<file path="config.mk">
export PLATFORM = sky130hd
export DESIGN_NAME = twi_reg_slave
export DESIGN_NICKNAME = d
export VERILOG_FILES = /design/src/rtl/twi_reg_pkg.sv /design/src/rtl/twi_line_events.sv /design/src/rtl/twi_byte_shift.sv /design/src/rtl/twi_reg_slave.sv
export SDC_FILE = /design/constraint.sdc
export NUM_CORES = 1
export LEC_CHECK = 0
export BUFFER_PORTS_ARGS = -buffer_cell sky130_fd_sc_hd__buf_2
export CORE_UTILIZATION = 45
export CTS_CLUSTER_SIZE = 40
export DETAILED_ROUTE_END_ITERATION = 8
export PLACE_DENSITY = 0.59
export REMOVE_ABC_BUFFERS = 1
export SLEW_MARGIN = 10
export SYNTH_ARGS = -nofsm -noshare
export SYNTH_HDL_FRONTEND = slang
export SYNTH_HIERARCHICAL = 1
export SYNTH_SLANG_ARGS = --single-unit
</file>
<file path="constraint.sdc">
create_clock -name clk -period 2.55 [get_ports clk]
set_input_delay 0.255 -clock clk [delete_from_list [all_inputs] [get_ports clk]]
set_output_delay 0.255 -clock clk [all_outputs]
set_load 0.05 [all_outputs]
</file>
<file path="src/rtl/twi_reg_pkg.sv">
package twi_reg_pkg;

   // Top-level bus phase of the slave
   typedef enum logic [2:0] {
      ST_IDLE,
      ST_RX,     // shifting in a byte from the master
      ST_ACK,    // ninth clock of a received byte
      ST_TX,     // shifting out a byte to the master
      ST_RACK,   // ninth clock of a transmitted byte (master answers)
      ST_WAIT    // ignoring the bus until START/STOP
   } twi_state_t;

   // Meaning of the byte currently being received
   typedef enum logic [1:0] {
      K_ADDR,
      K_CMD,
      K_CNT,
      K_DATA
   } twi_kind_t;

endpackage

</file>
<file path="src/rtl/twi_line_events.sv">
module twi_line_events (
   input  logic clk,
   input  logic rst_n,
   input  logic scl_i,
   input  logic sda_i,
   output logic scl_rise,
   output logic scl_fall,
   output logic start_det,
   output logic stop_det
);

   logic scl_q;
   logic sda_q;

   // the idle bus is high on both lines
   always_ff @(posedge clk or negedge rst_n) begin
      if (!rst_n) begin
         scl_q <= 1'b1;
         sda_q <= 1'b1;
      end else begin
         scl_q <= scl_i;
         sda_q <= sda_i;
      end
   end

   assign scl_rise  =  scl_i & ~scl_q;
   assign scl_fall  = ~scl_i &  scl_q;
   assign start_det =  scl_i &  scl_q & ~sda_i &  sda_q;
   assign stop_det  =  scl_i &  scl_q &  sda_i & ~sda_q;

endmodule

</file>
<file path="src/rtl/twi_byte_shift.sv">
module twi_byte_shift #(
   parameter int BYTE_W = 8
) (
   input  logic              clk,
   input  logic              rst_n,
   input  logic              rx_en,
   input  logic              rx_bit,
   input  logic              tx_load,
   input  logic [BYTE_W-1:0] tx_val,
   input  logic              tx_shift,
   output logic [BYTE_W-1:0] rx_byte,
   output logic              tx_next_msb
);

   logic [BYTE_W-1:0] tx_q;

   generate
      if (BYTE_W < 2) begin : g_bad_width
         $error("twi_byte_shift: BYTE_W must be at least 2");
      end
   endgenerate

   // receive side: MSB arrives first
   always_ff @(posedge clk or negedge rst_n) begin
      if (!rst_n)     rx_byte <= '0;
      else if (rx_en) rx_byte <= {rx_byte[BYTE_W-2:0], rx_bit};
   end

   // transmit side: shift left, back-fill with released level
   always_ff @(posedge clk or negedge rst_n) begin
      if (!rst_n)         tx_q <= '1;
      else if (tx_load)   tx_q <= tx_val;
      else if (tx_shift)  tx_q <= {tx_q[BYTE_W-2:0], 1'b1};
   end

   assign tx_next_msb = tx_q[BYTE_W-2];

endmodule

</file>
<file path="src/rtl/twi_reg_slave.sv">
module twi_reg_slave
   import twi_reg_pkg::*;
#(
   parameter logic [6:0] DEV_ADDR = 7'h69,
   parameter int         NUM_REGS = 12,
   parameter int         OFS_W    = 5,
   parameter logic [7:0] OOR_FILL = 8'hFF
) (
   input  logic             clk,
   input  logic             rst_n,
   input  logic             scl_i,
   input  logic             sda_i,
   output logic             sda_oe,
   output logic             reg_we,
   output logic [OFS_W-1:0] reg_addr,
   output logic [7:0]       reg_wdata,
   input  logic [7:0]       reg_rdata
);

   localparam int         BYTE_W   = 8;
   localparam int         BITS_W   = $clog2(BYTE_W + 1);
   localparam logic [BITS_W-1:0] LAST_BIT = BITS_W'(BYTE_W);
   localparam logic [7:0] CNT_BYTE = 8'(NUM_REGS);

   generate
      if (NUM_REGS < 1 || NUM_REGS > (1 << OFS_W)) begin : g_bad_regs
         $error("twi_reg_slave: NUM_REGS must fit in OFS_W offset bits");
      end
      if (NUM_REGS > 255) begin : g_bad_cnt
         $error("twi_reg_slave: NUM_REGS must fit in the length byte");
      end
      if (OFS_W > 5) begin : g_bad_ofs
         $error("twi_reg_slave: the command byte carries at most 5 offset bits");
      end
   endgenerate

   logic scl_rise, scl_fall, start_det, stop_det;

   twi_state_t        state;
   twi_kind_t         kind, ack_kind;
   twi_state_t        ack_to;
   logic [BITS_W-1:0] bitcnt;
   logic [OFS_W-1:0]  ptr;
   logic [7:0]        remain;
   logic              byte_mode;
   logic              cnt_pending;
   logic              bump;
   logic              m_acked;

   logic [7:0] rx_byte;
   logic       tx_next_msb;
   logic       rx_shift, tx_shift, tx_load;
   logic [7:0] tx_val;
   logic       in_range;
   logic       wr_ok;

   twi_line_events u_ev (
      .clk       (clk),
      .rst_n     (rst_n),
      .scl_i     (scl_i),
      .sda_i     (sda_i),
      .scl_rise  (scl_rise),
      .scl_fall  (scl_fall),
      .start_det (start_det),
      .stop_det  (stop_det)
   );

   twi_byte_shift #(.BYTE_W(BYTE_W)) u_sh (
      .clk         (clk),
      .rst_n       (rst_n),
      .rx_en       (rx_shift),
      .rx_bit      (sda_i),
      .tx_load     (tx_load),
      .tx_val      (tx_val),
      .tx_shift    (tx_shift),
      .rx_byte     (rx_byte),
      .tx_next_msb (tx_next_msb)
   );

   assign in_range = int'(ptr) < NUM_REGS;
   assign wr_ok    = in_range && (byte_mode || remain != 8'd0);

   assign rx_shift = (state == ST_RX) && scl_rise && (bitcnt != LAST_BIT);
   assign tx_shift = (state == ST_TX) && scl_fall && (bitcnt != LAST_BIT);
   assign tx_load  = scl_fall &&
                     (((state == ST_ACK)  && (ack_to == ST_TX)) ||
                      ((state == ST_RACK) && m_acked));
   assign tx_val   = cnt_pending ? CNT_BYTE : (in_range ? reg_rdata : OOR_FILL);

   assign reg_addr  = ptr;
   assign reg_wdata = rx_byte;

   always_ff @(posedge clk or negedge rst_n) begin
      if (!rst_n) begin
         state       <= ST_IDLE;
         kind        <= K_ADDR;
         ack_kind    <= K_ADDR;
         ack_to      <= ST_WAIT;
         bitcnt      <= '0;
         ptr         <= '0;
         remain      <= '0;
         byte_mode   <= 1'b0;
         cnt_pending <= 1'b0;
         bump        <= 1'b0;
         m_acked     <= 1'b0;
         sda_oe      <= 1'b0;
         reg_we      <= 1'b0;
      end else begin
         reg_we <= 1'b0;
         // pointer bookkeeping for each byte handed to the transmitter
         if (tx_load) begin
            if (cnt_pending)   cnt_pending <= 1'b0;
            else if (in_range) ptr <= ptr + 1'b1;
         end
         if (stop_det) begin
            state  <= ST_IDLE;
            sda_oe <= 1'b0;
            bump   <= 1'b0;
         end else if (start_det) begin
            state  <= ST_RX;
            kind   <= K_ADDR;
            bitcnt <= '0;
            sda_oe <= 1'b0;
            bump   <= 1'b0;
         end else begin
            unique case (state)
               ST_RX: begin
                  if (scl_rise && bitcnt != LAST_BIT) begin
                     bitcnt <= bitcnt + 1'b1;
                  end else if (scl_fall && bitcnt == LAST_BIT) begin
                     state <= ST_ACK;
                     unique case (kind)
                        K_ADDR: begin
                           if (rx_byte[7:1] == DEV_ADDR) begin
                              sda_oe   <= 1'b1;
                              ack_to   <= rx_byte[0] ? ST_TX : ST_RX;
                              ack_kind <= K_CMD;
                           end else begin
                              ack_to   <= ST_WAIT;
                           end
                        end
                        K_CMD: begin
                           if (rx_byte[6:5] == 2'b00) begin
                              sda_oe      <= 1'b1;
                              ack_to      <= ST_RX;
                              byte_mode   <= rx_byte[7];
                              cnt_pending <= ~rx_byte[7];
                              ptr         <= rx_byte[7] ? rx_byte[OFS_W-1:0] : '0;
                              ack_kind    <= rx_byte[7] ? K_DATA : K_CNT;
                           end else begin
                              ack_to      <= ST_WAIT;
                           end
                        end
                        K_CNT: begin
                           sda_oe   <= 1'b1;
                           ack_to   <= ST_RX;
                           ack_kind <= K_DATA;
                           remain   <= rx_byte;
                        end
                        default: begin
                           if (wr_ok) begin
                              sda_oe   <= 1'b1;
                              reg_we   <= 1'b1;
                              bump     <= 1'b1;
                              ack_to   <= ST_RX;
                              ack_kind <= K_DATA;
                              if (!byte_mode) remain <= remain - 1'b1;
                           end else begin
                              ack_to   <= ST_WAIT;
                           end
                        end
                     endcase
                  end
               end
               ST_ACK: begin
                  if (scl_fall) begin
                     bitcnt <= '0;
                     bump   <= 1'b0;
                     if (bump) ptr <= ptr + 1'b1;
                     unique case (ack_to)
                        ST_TX: begin
                           state  <= ST_TX;
                           sda_oe <= ~tx_val[7];
                        end
                        ST_RX: begin
                           state  <= ST_RX;
                           kind   <= ack_kind;
                           sda_oe <= 1'b0;
                        end
                        default: begin
                           state  <= ST_WAIT;
                           sda_oe <= 1'b0;
                        end
                     endcase
                  end
               end
               ST_TX: begin
                  if (scl_rise) begin
                     bitcnt <= bitcnt + 1'b1;
                  end else if (scl_fall) begin
                     if (bitcnt == LAST_BIT) begin
                        sda_oe <= 1'b0;
                        state  <= ST_RACK;
                     end else begin
                        sda_oe <= ~tx_next_msb;
                     end
                  end
               end
               ST_RACK: begin
                  if (scl_rise) begin
                     m_acked <= ~sda_i;
                  end else if (scl_fall) begin
                     bitcnt <= '0;
                     if (m_acked) begin
                        state  <= ST_TX;
                        sda_oe <= ~tx_val[7];
                     end else begin
                        state  <= ST_WAIT;
                        sda_oe <= 1'b0;
                     end
                  end
               end
               default: ;
            endcase
         end
      end
   end

   // ---------------- assertions ----------------
   p_we_pulse_r3: assert property (@(posedge clk) disable iff (!rst_n)
      reg_we |=> !reg_we);

   p_we_in_bank_r5: assert property (@(posedge clk) disable iff (!rst_n)
      reg_we |-> (int'(reg_addr) < NUM_REGS));

   p_quiet_after_nack_r9: assert property (@(posedge clk) disable iff (!rst_n)
      (state == ST_WAIT) |-> !sda_oe);

   p_stop_release_r10: assert property (@(posedge clk) disable iff (!rst_n)
      stop_det |=> (!sda_oe && state == ST_IDLE));

   p_start_rearm_r10: assert property (@(posedge clk) disable iff (!rst_n)
      start_det |=> (!sda_oe && state == ST_RX && kind == K_ADDR));

   p_drive_window_r11: assert property (@(posedge clk) disable iff (!rst_n)
      !$stable(sda_oe) |-> $past(scl_fall || start_det || stop_det));

endmodule

</file>
# == Word-level counts from Yosys, hierarchy flattened ==
# Cells that the tools add are included.
# classes
bitwise,18
n_eq_ne,30
muxes,92
n_lt_le_gt_ge,1
n_reduce_logical,36
n_addsub,3
# ops
operator,n
2-to-1 mux 5 bit,12
2-to-1 mux 3 bit,14
2-to-1 mux 1 bit,37
"inequality test 4 bit, second input constant",9
2-to-1 mux 8 bit,4
2-to-1 mux 4 bit,5
2-to-1 mux 2 bit,8
one-hot mux 4 bit (4 select lines),1
one-hot mux 8 bit (2 select lines),1
AND reduction 8 bit,2
2-to-1 mux 7 bit,2
one-hot mux 3 bit (4 select lines),1
NOT 1 bit,11
AND reduction 11 bit,1
logical AND 1 bit,10
"inequality test 5 bit, second input constant",2
one-hot mux 5 bit (2 select lines),1
AND reduction 5 bit,2
nonzero test 2 bit,5
"== test 3 x 2 -> 1 bit, second input constant",3
one-hot mux 3 bit (3 select lines),1
AND reduction 9 bit,1
"inequality test 4 x 3 -> 1 bit, second input constant",2
AND reduction 4 bit,2
31 further kinds,43
# totals
inputBits,12
register_bits,50

# == Longest topological paths before layout ==
# Gate-level depths: netlist of the first run.
# logic_depth
ltp_word,12
depth_mapped,9

# == Modules after synthesis ==
# The synthesis of the first run kept the hierarchy.
# by_module_without_submodules
module,seq_area_each_um2,n_inst,cells_each,area_per_inst_um2
twi_reg_slave,802.0,1,289,2434.8
twi_byte_shift,384.1,1,47,659.4
twi_line_events,52.6,1,6,85.1

# == Worst setup path before layout of the first run ==
# OpenSTA, ideal clock, no wires.
# synth_path
path_type,reg2reg
start,register u_ev.sda_q
end,register sda_oe
arrival_ps,1835
required_time_ps,2429
path_buffers,2
stages_incl_launch_ff,9
setup_ps,121
setup_slack_ps,594
cell_sequence,dfstp_2 and4b_1 buf_2 or2_2 clkbuf_1 nor2_1 nand2_1 o211a_1 a22o_1
# synth_between
elab_chain_len,4
elab_cells_between_ends,17
cone_classes,eq/ne (10); mux (2); bitwise (3); reduce/logical (2)
# synth_lines
item,line_no,source
from (decl),twi_line_events.sv:13,logic sda_q;
from (signal assigned),twi_line_events.sv:22,sda_q <= sda_i;
NOT 1 bit (*),twi_line_events.sv:29,assign stop_det = scl_i & scl_q & sda_i & ~sda_q;
bitwise AND 1 bit (*),twi_line_events.sv:29,
via stop_det,twi_reg_slave.sv:37,"logic scl_rise, scl_fall, start_det, stop_det;"
inequality test 7 x 4 -> 1 bit (no line) (tied with other cells),-,
AND reduction 11 bit (no line),-,
to (signal assigned),twi_reg_slave.sv:183,sda_oe <= ~tx_val[7];
to (signal assigned),twi_reg_slave.sv:205,sda_oe <= ~tx_next_msb;
to (signal assigned),twi_reg_slave.sv:216,sda_oe <= ~tx_val[7];
to (decl),twi_reg_slave.sv:13,"output logic sda_oe,"
# The timed path passes the listed nets; every way through them passes the cells marked *.
# A chain may end at the register's enable or synchronous reset.

# == Worst setup path after layout of the first run ==
# Ends and elaborated chain as after synthesis.

==> summary.md, run 1 <==
| Metric | Value |
|---|---|
| Final period utilization | `84.32%` |
| Hold Crit Class | `primary input to flop` |
| Crit end category | `flop` |
| Max Cap Viol | `0` |
| Row count | `30` |
| Final net count | `385` |
| Drt drc | `0` |
| Slew at the pin closest to its max-slew limit | `0.5761 ns` |
| CTS root buffer | `clkbuf_8` |
| Die area | `7405 um^2` |
| Pwr Total | `0.003182 W` |
| Setup crit end | `sda_oe` |
| R2r worst-path depth | `6` |
| Max Root-Sink Buffers | `2` |
| Postcts setup bufs | `0` |
| Cell area power density | `910.1 nW/um^2` |
| Seq/Total Area, Yosys | `38.96%` |
| Most frequently used flop master after synthesis | `dfrtp_1` |
| Drt first-iter violations | `230` |
| Worst-path fanout max | `10` |
| Critical Path AT | `2.35 ns` |
| CTS Buf Count | `5` |
| Internal | `0.001762 W` |
| CTS clk-pin slew, worst paths | `0.10 ns` |
| Fin crit period | `2.150 ns` |
| Die Span X | `86.06 um` |
| Die outline height | `86.06 um` |
| Most Crowded Layer GR | `met2` |
| Crit path from | `u_ev/sda_q` |
| Vias in the first global route | `2516` |
| HPWL after detailed placement | `5711 um` |
| Slew margin rel. | `61.45%` |
| Post-synth EDFFs | `0` |
| Main area contributors after synthesis | `dfrtp_1 (31%), dfstp_2 (8.3%), nor2_1 (5.0%)` |
| Unrepaired setup endpoints after global routing | `no` |
| Final core occ | `51.45%` |
| Reg-to-reg startpoint | `u_ev/sda_q` |
| Reg2Reg Setup Slack | `0.40 ns` |
| CTS Sinks | `49` |
| Synth top area share | `30.70%` |
| Clock network power share | `16.6%` |
| M3 GR Usage | `3.176%` |
| Layout cell share with drive strength beyond 1 | `22.22%` |
| Critical path type | `flop to flop` |
| H-tree Lvls | `2` |
| Syn avg cell area | `9.296 um^2` |
| Reg-to-Reg End | `sda_oe` |
| Critical Path Source Type | `flop` |
| Net Sw Power | `0.001419 W` |
| TritonCTS clock tree | `built` |
| Vias per cell | `5.912` |
| Endpoints failing hold | `0` |
| Cell taking the most area after synthesis | `dfrtp_1` |
| Routed vias | `2749` |
| Async SR Flop Fraction | `100.0%` |
| Maximum clock frequency | `465.1 MHz` |
| Count of state elements after synthesis | `49` |
| Gate power share | `42.7%` |
| Initial Util | `46.80%` |
| Clock skew | `0.008726 ns` |
| Met1 Resource Use GR | `32.16%` |
| Pins Over Slew Limit | `0` |
| DRT antenna net count | `0` |
| Routed WL per cell | `16.98 um` |
| Initial antenna violation count | `0` |
| ANT cells | `0` |
| First-pass detailed-route iteration total | `5` |
| Gpl congestion | `0.8598` |
| CP Data Required Time | `2.75 ns` |
| Reg power frac | `40.7%` |
| Setup TNS | `0 ns` |
| Yosys warning total | `6` |
| Area delta synth->final | `9.957%` |
| GRT Residual Overflow | `0` |
| Worst skew pair latency | `0.31 ns` |
| Grt met2 use | `36.44%` |
| Largest net degree at the start of global routing | `25` |
| Status | `completed` |
| Post-Syn Instances | `342` |
| Hold Crit Start | `scl_i` |
| Max IR drop VDD | `0.0005368 V` |
| Mapped cell area | `3179 um^2` |
| Sw Ratio | `44.61%` |
| Setup-failing EPs final | `0` |
| Core ar. | `6794 um^2` |
| Pleak | `1.593 nW` |
| Port Buffer Count | `26` |
| GRT Overall Usage | `22.82%` |
| # IOs | `27` |
| Synth unique cells | `71` |
| Post-Route WL | `7897 um` |
| First-pass GRT wire length | `13180 um` |
| # resized after CTS | `0` |
## cells by family (layout without fill, tap and decap cells)
kind of cell	count (synthesis)	in the layout	synth area share, %
muxes	20	20	7.556
buffers and inverters	33	60	5.824
adders and majority gates	5	5	1.968
xor gates and xnor gates	3	3	0.8266
AOI/OAI and AO/OA	95	95	20.39
and+or+nand+nor	137	137	24.48
DFF	49	49	38.96
## worst max-delay path: stages, from the launching register on
cell and delay, ns:
dfstp_2 0.53, and4b_1 0.33, or2_2 0.43, nor2_1 0.17
nand2_1 0.10, o211a_1 0.25, a22o_1 0.24
## worst min-delay path by stage
stage / endpoint / depth (start not counted)
after floorplan: ack_kind[0] / 0
after global placement: ack_kind[0] / 1
after detailed placement: cnt_pending / 1
after global routing: u_ev/scl_q / 1
final: u_ev/scl_q / 1
after CTS: u_ev/scl_q / 1
## metal layers
| metal | routed length [um] | vias up |
|---|---|---|
| met5 | 0 | - |
| met1 | 3733 | 1335 |
| met3 | 364 | 13 |
| met4 | 171 | 0 |
| li1 | - | 1299 |
| met2 | 3628 | 102 |
## layout by cell type (no fill, tap or decap), types with 3 or more instances in the layout
master,count
dfstp_2,10
nand2_1,23
o21ai_0,14
a31oi_1,4
a31o_2,3
and4b_1,3
o22ai_1,5
nand3b_1,4
buf_2,26
mux2i_1,12
buf_4,12
or3_1,4
dfrtp_1,39
and3_1,4
nor2_1,42
nand3_1,9
o21ai_1,12
mux2_4,8
clkbuf_8,5
nor3_1,11
a21o_1,4
nor2b_1,5
inv_1,13
a21oi_1,23
a22oi_1,3
ha_1,5
nand2b_1,6
## power groups by stage
stage	logic (W)	clock network, W	registers, W
after global placement	0.00134	0	0.00130
after detailed placement	0.00135	0	0.00131
after floorplan	0.000815	0	0.00142
final	0.00136	0.000529	0.00129
after CTS	0.00136	0.000539	0.00130
after global routing	0.00150	0.000570	0.00133
## through the flow
| stage | instances | cell area, um^2 | setup WS [ns] | hold slack (ns) |
|---|---|---|---|---|
| floorplan | 322 | 3043 | 0.2091 | -0.04059 |
| global placement | 456 | 3383 | 0.4988 | 0.1854 |
| detailed placement | 456 | 3383 | 0.4649 | 0.1834 |
| CTS | 465 | 3496 | 0.4533 | 0.06680 |
| global route | 465 | 3496 | 0.2842 | 0.06460 |
| finish | 465 | 3496 | 0.3999 | 0.07271 |
## what timing repair did
item	CTS	global route
setup endpoints to repair	0	0
endpoints found under the hold margin	8	0
hold buffers	1	0
## cells in the mapped netlist (4+ instances only)
master / number
a21o_1: 4
a21oi_1: 23
a31oi_1: 4
and3_1: 4
buf_2: 7
buf_4: 4
buf_6: 5
clkbuf_1: 4
dfrtp_1: 39
dfstp_2: 10
ha_1: 5
inv_1: 13
mux2_4: 8
mux2i_1: 12
nand2_1: 23
nand2b_1: 6
nand3_1: 9
nand3b_1: 4
nor2_1: 42
nor2b_1: 5
nor3_1: 11
o21ai_0: 14
o21ai_1: 12
o22ai_1: 5
or3_1: 4
## flip-flops by register name (all words and copies together), names as in the netlist
name / flops
remain: 8
u_sh/rx_byte: 8
u_sh/tx_q: 7
reg_addr: 5
bitcnt: 4
state: 3
ack_kind: 2
ack_to: 2
kind: 2
bump: 1
byte_mode: 1
cnt_pending: 1
m_acked: 1
reg_we: 1
sda_oe: 1
u_ev/scl_q: 1
u_ev/sda_q: 1
## final cells by class
type / instances / area (um^2)
Fill cell: 649 / 3298
Multi-Input combinational cell: 260 / 1755
Sequential cell: 49 / 1239
Timing Repair Buffer: 39 / 230.2
Tap cell: 96 / 120.1
Clock buffer: 7 / 97.59
Inverter: 13 / 48.80
Clock inverter: 1 / 5.005
Note: power is estimated with default switching activity, not from simulation.
==> run 2: changes to the inputs <==
- ABC_AREA: unset -> 1
- PLACE_DENSITY: 0.59 -> 0.61
- clock period: 2.55 -> 1.9 ns (I/O delays scaled with it)
==> summary.md, run 2 <==
| Metric | Value |
|---|---|
| Setup TNS | `0 ns` |
| Commonest non-fill, non-tap cell in the layout | `nand2_1` |
| Area delta synth->final | `16.34%` |
| Hold Crit Class | `primary input to flop` |
| First-pass GRT wire length | `13120 um` |
| CTS Buf Count | `5` |
| Most instantiated cells after synthesis | `nand2_1 (99), inv_1 (68), nand3_1 (43)` |
| Vias in the first global route | `2760` |
| Cell taking the most area after synthesis | `dfrtp_1` |
| H-tree Lvls | `2` |
| Max Cap Viol | `0` |
| Drt first-iter violations | `172` |
| Slew at the pin closest to its max-slew limit | `0.5267 ns` |
| Die area | `7507 um^2` |
| Most frequent cells in the layout | `nand2_1 (97), inv_1 (67), nand3_1 (42), dfrtp_1 (39), o21ai_0 (33)` |
| # IOs | `27` |
| Core ar. | `6869 um^2` |
| CTS clk-pin slew, worst paths | `0.09 ns` |
| Post-Route WL | `7907 um` |
| Endpoints failing hold | `0` |
| Seq/Total Area, Yosys | `38.42%` |
| Clock skew | `0.008423 ns` |
| Worst skew pair latency | `0.31 ns` |
| Post-synth EDFFs | `0` |
| Row count | `30` |
| Max IR drop VDD | `0.0007244 V` |
| Critical path's top delay family | `simple AND/OR/NAND/NOR gates` |
| Layout cell share with drive strength beyond 1 | `24.03%` |
| CP peak stage delay | `0.54 ns` |
| HPWL after detailed placement | `6047 um` |
| Synth top area share | `30.27%` |
| GRT Residual Overflow | `0` |
| Mapped cell area | `3224 um^2` |
| Main area contributors after synthesis | `dfrtp_1 (30%), nand2_1 (12%), dfstp_2 (8.1%)` |
| Worst Hold Slack | `0.02423 ns` |
| Gpl congestion | `0.8699` |
| Most used cell along the critical path | `nand2_1` |
| Pins Over Slew Limit | `0` |
| CP Data Required Time | `2.15 ns` |
| Post-Syn Instances | `440` |
| Port Buffer Count | `26` |
| Critical path type | `flop to flop` |
| DRT antenna net count | `0` |
| Syn avg cell area | `7.328 um^2` |
| Initial antenna violation count | `0` |
| Pleak | `1.920 nW` |
| Placed instance area | `3526 um^2` |
| Maximum clock frequency | `562.7 MHz` |
| TritonCTS clock tree | `built` |
| Yosys warning total | `6` |
| Combined area of the multi-input logic cells | `1680 um^2` |
| # fillers | `687` |
| Die Span X | `86.65 um` |
| Slew margin rel. | `64.89%` |
| Synth unique cells | `43` |
| Worst-path fanout max | `7` |
| GRT Overall Usage | `22.38%` |
| Slowest CP cell | `dfstp_2` |
| Critical Path Source Type | `flop` |
| ANT cells | `0` |
| Die outline height | `86.65 um` |
| CTS Sinks | `49` |
| Largest regs | `remain (8), u_sh/rx_byte (8), u_sh/tx_q (7)` |
| Vias per cell | `5.095` |
| Routed WL per cell | `13.47 um` |
| Final core occ | `54.61%` |
| Final Instance Area | `3751 um^2` |
| Final period utilization | `93.54%` |
| Most frequent cell after synthesis | `nand2_1` |
| Count of state elements after synthesis | `49` |
| CTS root buffer | `clkbuf_8` |
| Most frequently used flop master after synthesis | `dfrtp_1` |
| First-pass detailed-route iteration total | `4` |
| Routed vias | `2991` |
| Crit end category | `flop` |
| Setup-failing EPs final | `0` |
| WP buf/inv | `3` |
| Fin crit period | `1.777 ns` |
| Max Root-Sink Buffers | `2` |
| Drt drc | `0` |
| Seq. cell area | `1239 um^2` |
| Critical Path AT | `2.03 ns` |
| Async SR Flop Fraction | `100.0%` |
| Final net count | `507` |
| Largest net degree at the start of global routing | `22` |
| Initial Util | `46.94%` |
| Cell area power density | `1418 nW/um^2` |
| Status | `completed` |
| Worst-path cell chain | `inv_1 > nand2_1 > nor2_2 > nor2_4 > buf_4 > buf_4 > nand2_1 > o21bai_1 > o21ai_0 > nand2_1 > nand2_1` |
run 2: kinds of logic (layout without fill, tap and decap cells):
group | count (synthesis) | after routing | synth area share, %
mux | 1 | 1 | 0.3105
simple gates | 221 | 221 | 33.68
buf+inv | 83 | 134 | 10.71
compound gates | 77 | 77 | 13.85
flops | 49 | 49 | 38.42
fa+ha+maj | 5 | 5 | 1.940
xor+xnor | 4 | 4 | 1.087
run 2: final cells by class:
cell class | instances | share of cell area (%)
inverter | 77 | 7.772
sequential | 49 | 33.02
clock inverter | 2 | 1.034
timing repair buffer | 49 | 8.239
multi-input combinational | 308 | 44.80
clock buffer | 6 | 1.935
tap | 96 | 3.202
run 2: final timing paths:
check / end / slack [ns] / startpoint / cells past startpoint
worst max-delay path: reg_addr[2] / 0.12 / u_ev/sda_q / 11
worst min-delay path: u_ev/sda_q / 0.02 / sda_i / 1
worst max register to register: reg_addr[2] / 0.12 / u_ev/sda_q / 11
worst min register to register: u_sh/tx_q[0] / 0.47 / u_sh/tx_q[0] / 2
max in group asynchronous: ack_to[2] / 0.82 / rst_n / 3
min in group asynchronous: state[2] / 0.39 / rst_n / 2
run 2: power by group:
part           switching, W  internal (W)  total, W
logic               0.00190      0.000866   0.00277
registers          0.000377       0.00141   0.00179
clock network      0.000364      0.000396  0.000759
run 2: metrics by stage:
stage / total power (W) / std cells / setup WS, ns
3_3_place_gp: 0.004431 / 570 / 0.06929
3_5_place_dp: 0.004490 / 570 / 0.03976
2_1_floorplan: 0.003760 / 434 / -0.04342
4_1_cts: 0.005267 / 579 / 0.01380
6_report: 0.005319 / 587 / 0.1227
5_1_grt: 0.005746 / 587 / -0.005318
run 2: repair_timing:
action / CTS / global route
hold buffers: 1 / 0
gates resized for setup: 0 / 15
hold endpoints to repair: 12 / 0
setup buffers: 0 / 8
setup endpoints to repair: 0 / 25
run 2: worst register-to-register path, delay by kind of cell (launching register included):
kind / cells / cell delay, ns
simple gates: 6 / 0.56
compound gates: 2 / 0.32
buf+inv: 3 / 0.32
flops: 1 / 0.54
run 2: per-layer routing:
layer,track usage (%),vias up,wire length [um]
met2,35.93,50,3697
met5,0,-,0
met4,4.242,0,61
met1,32.21,1407,3897
met3,3.429,5,250
li1,-,1529,-
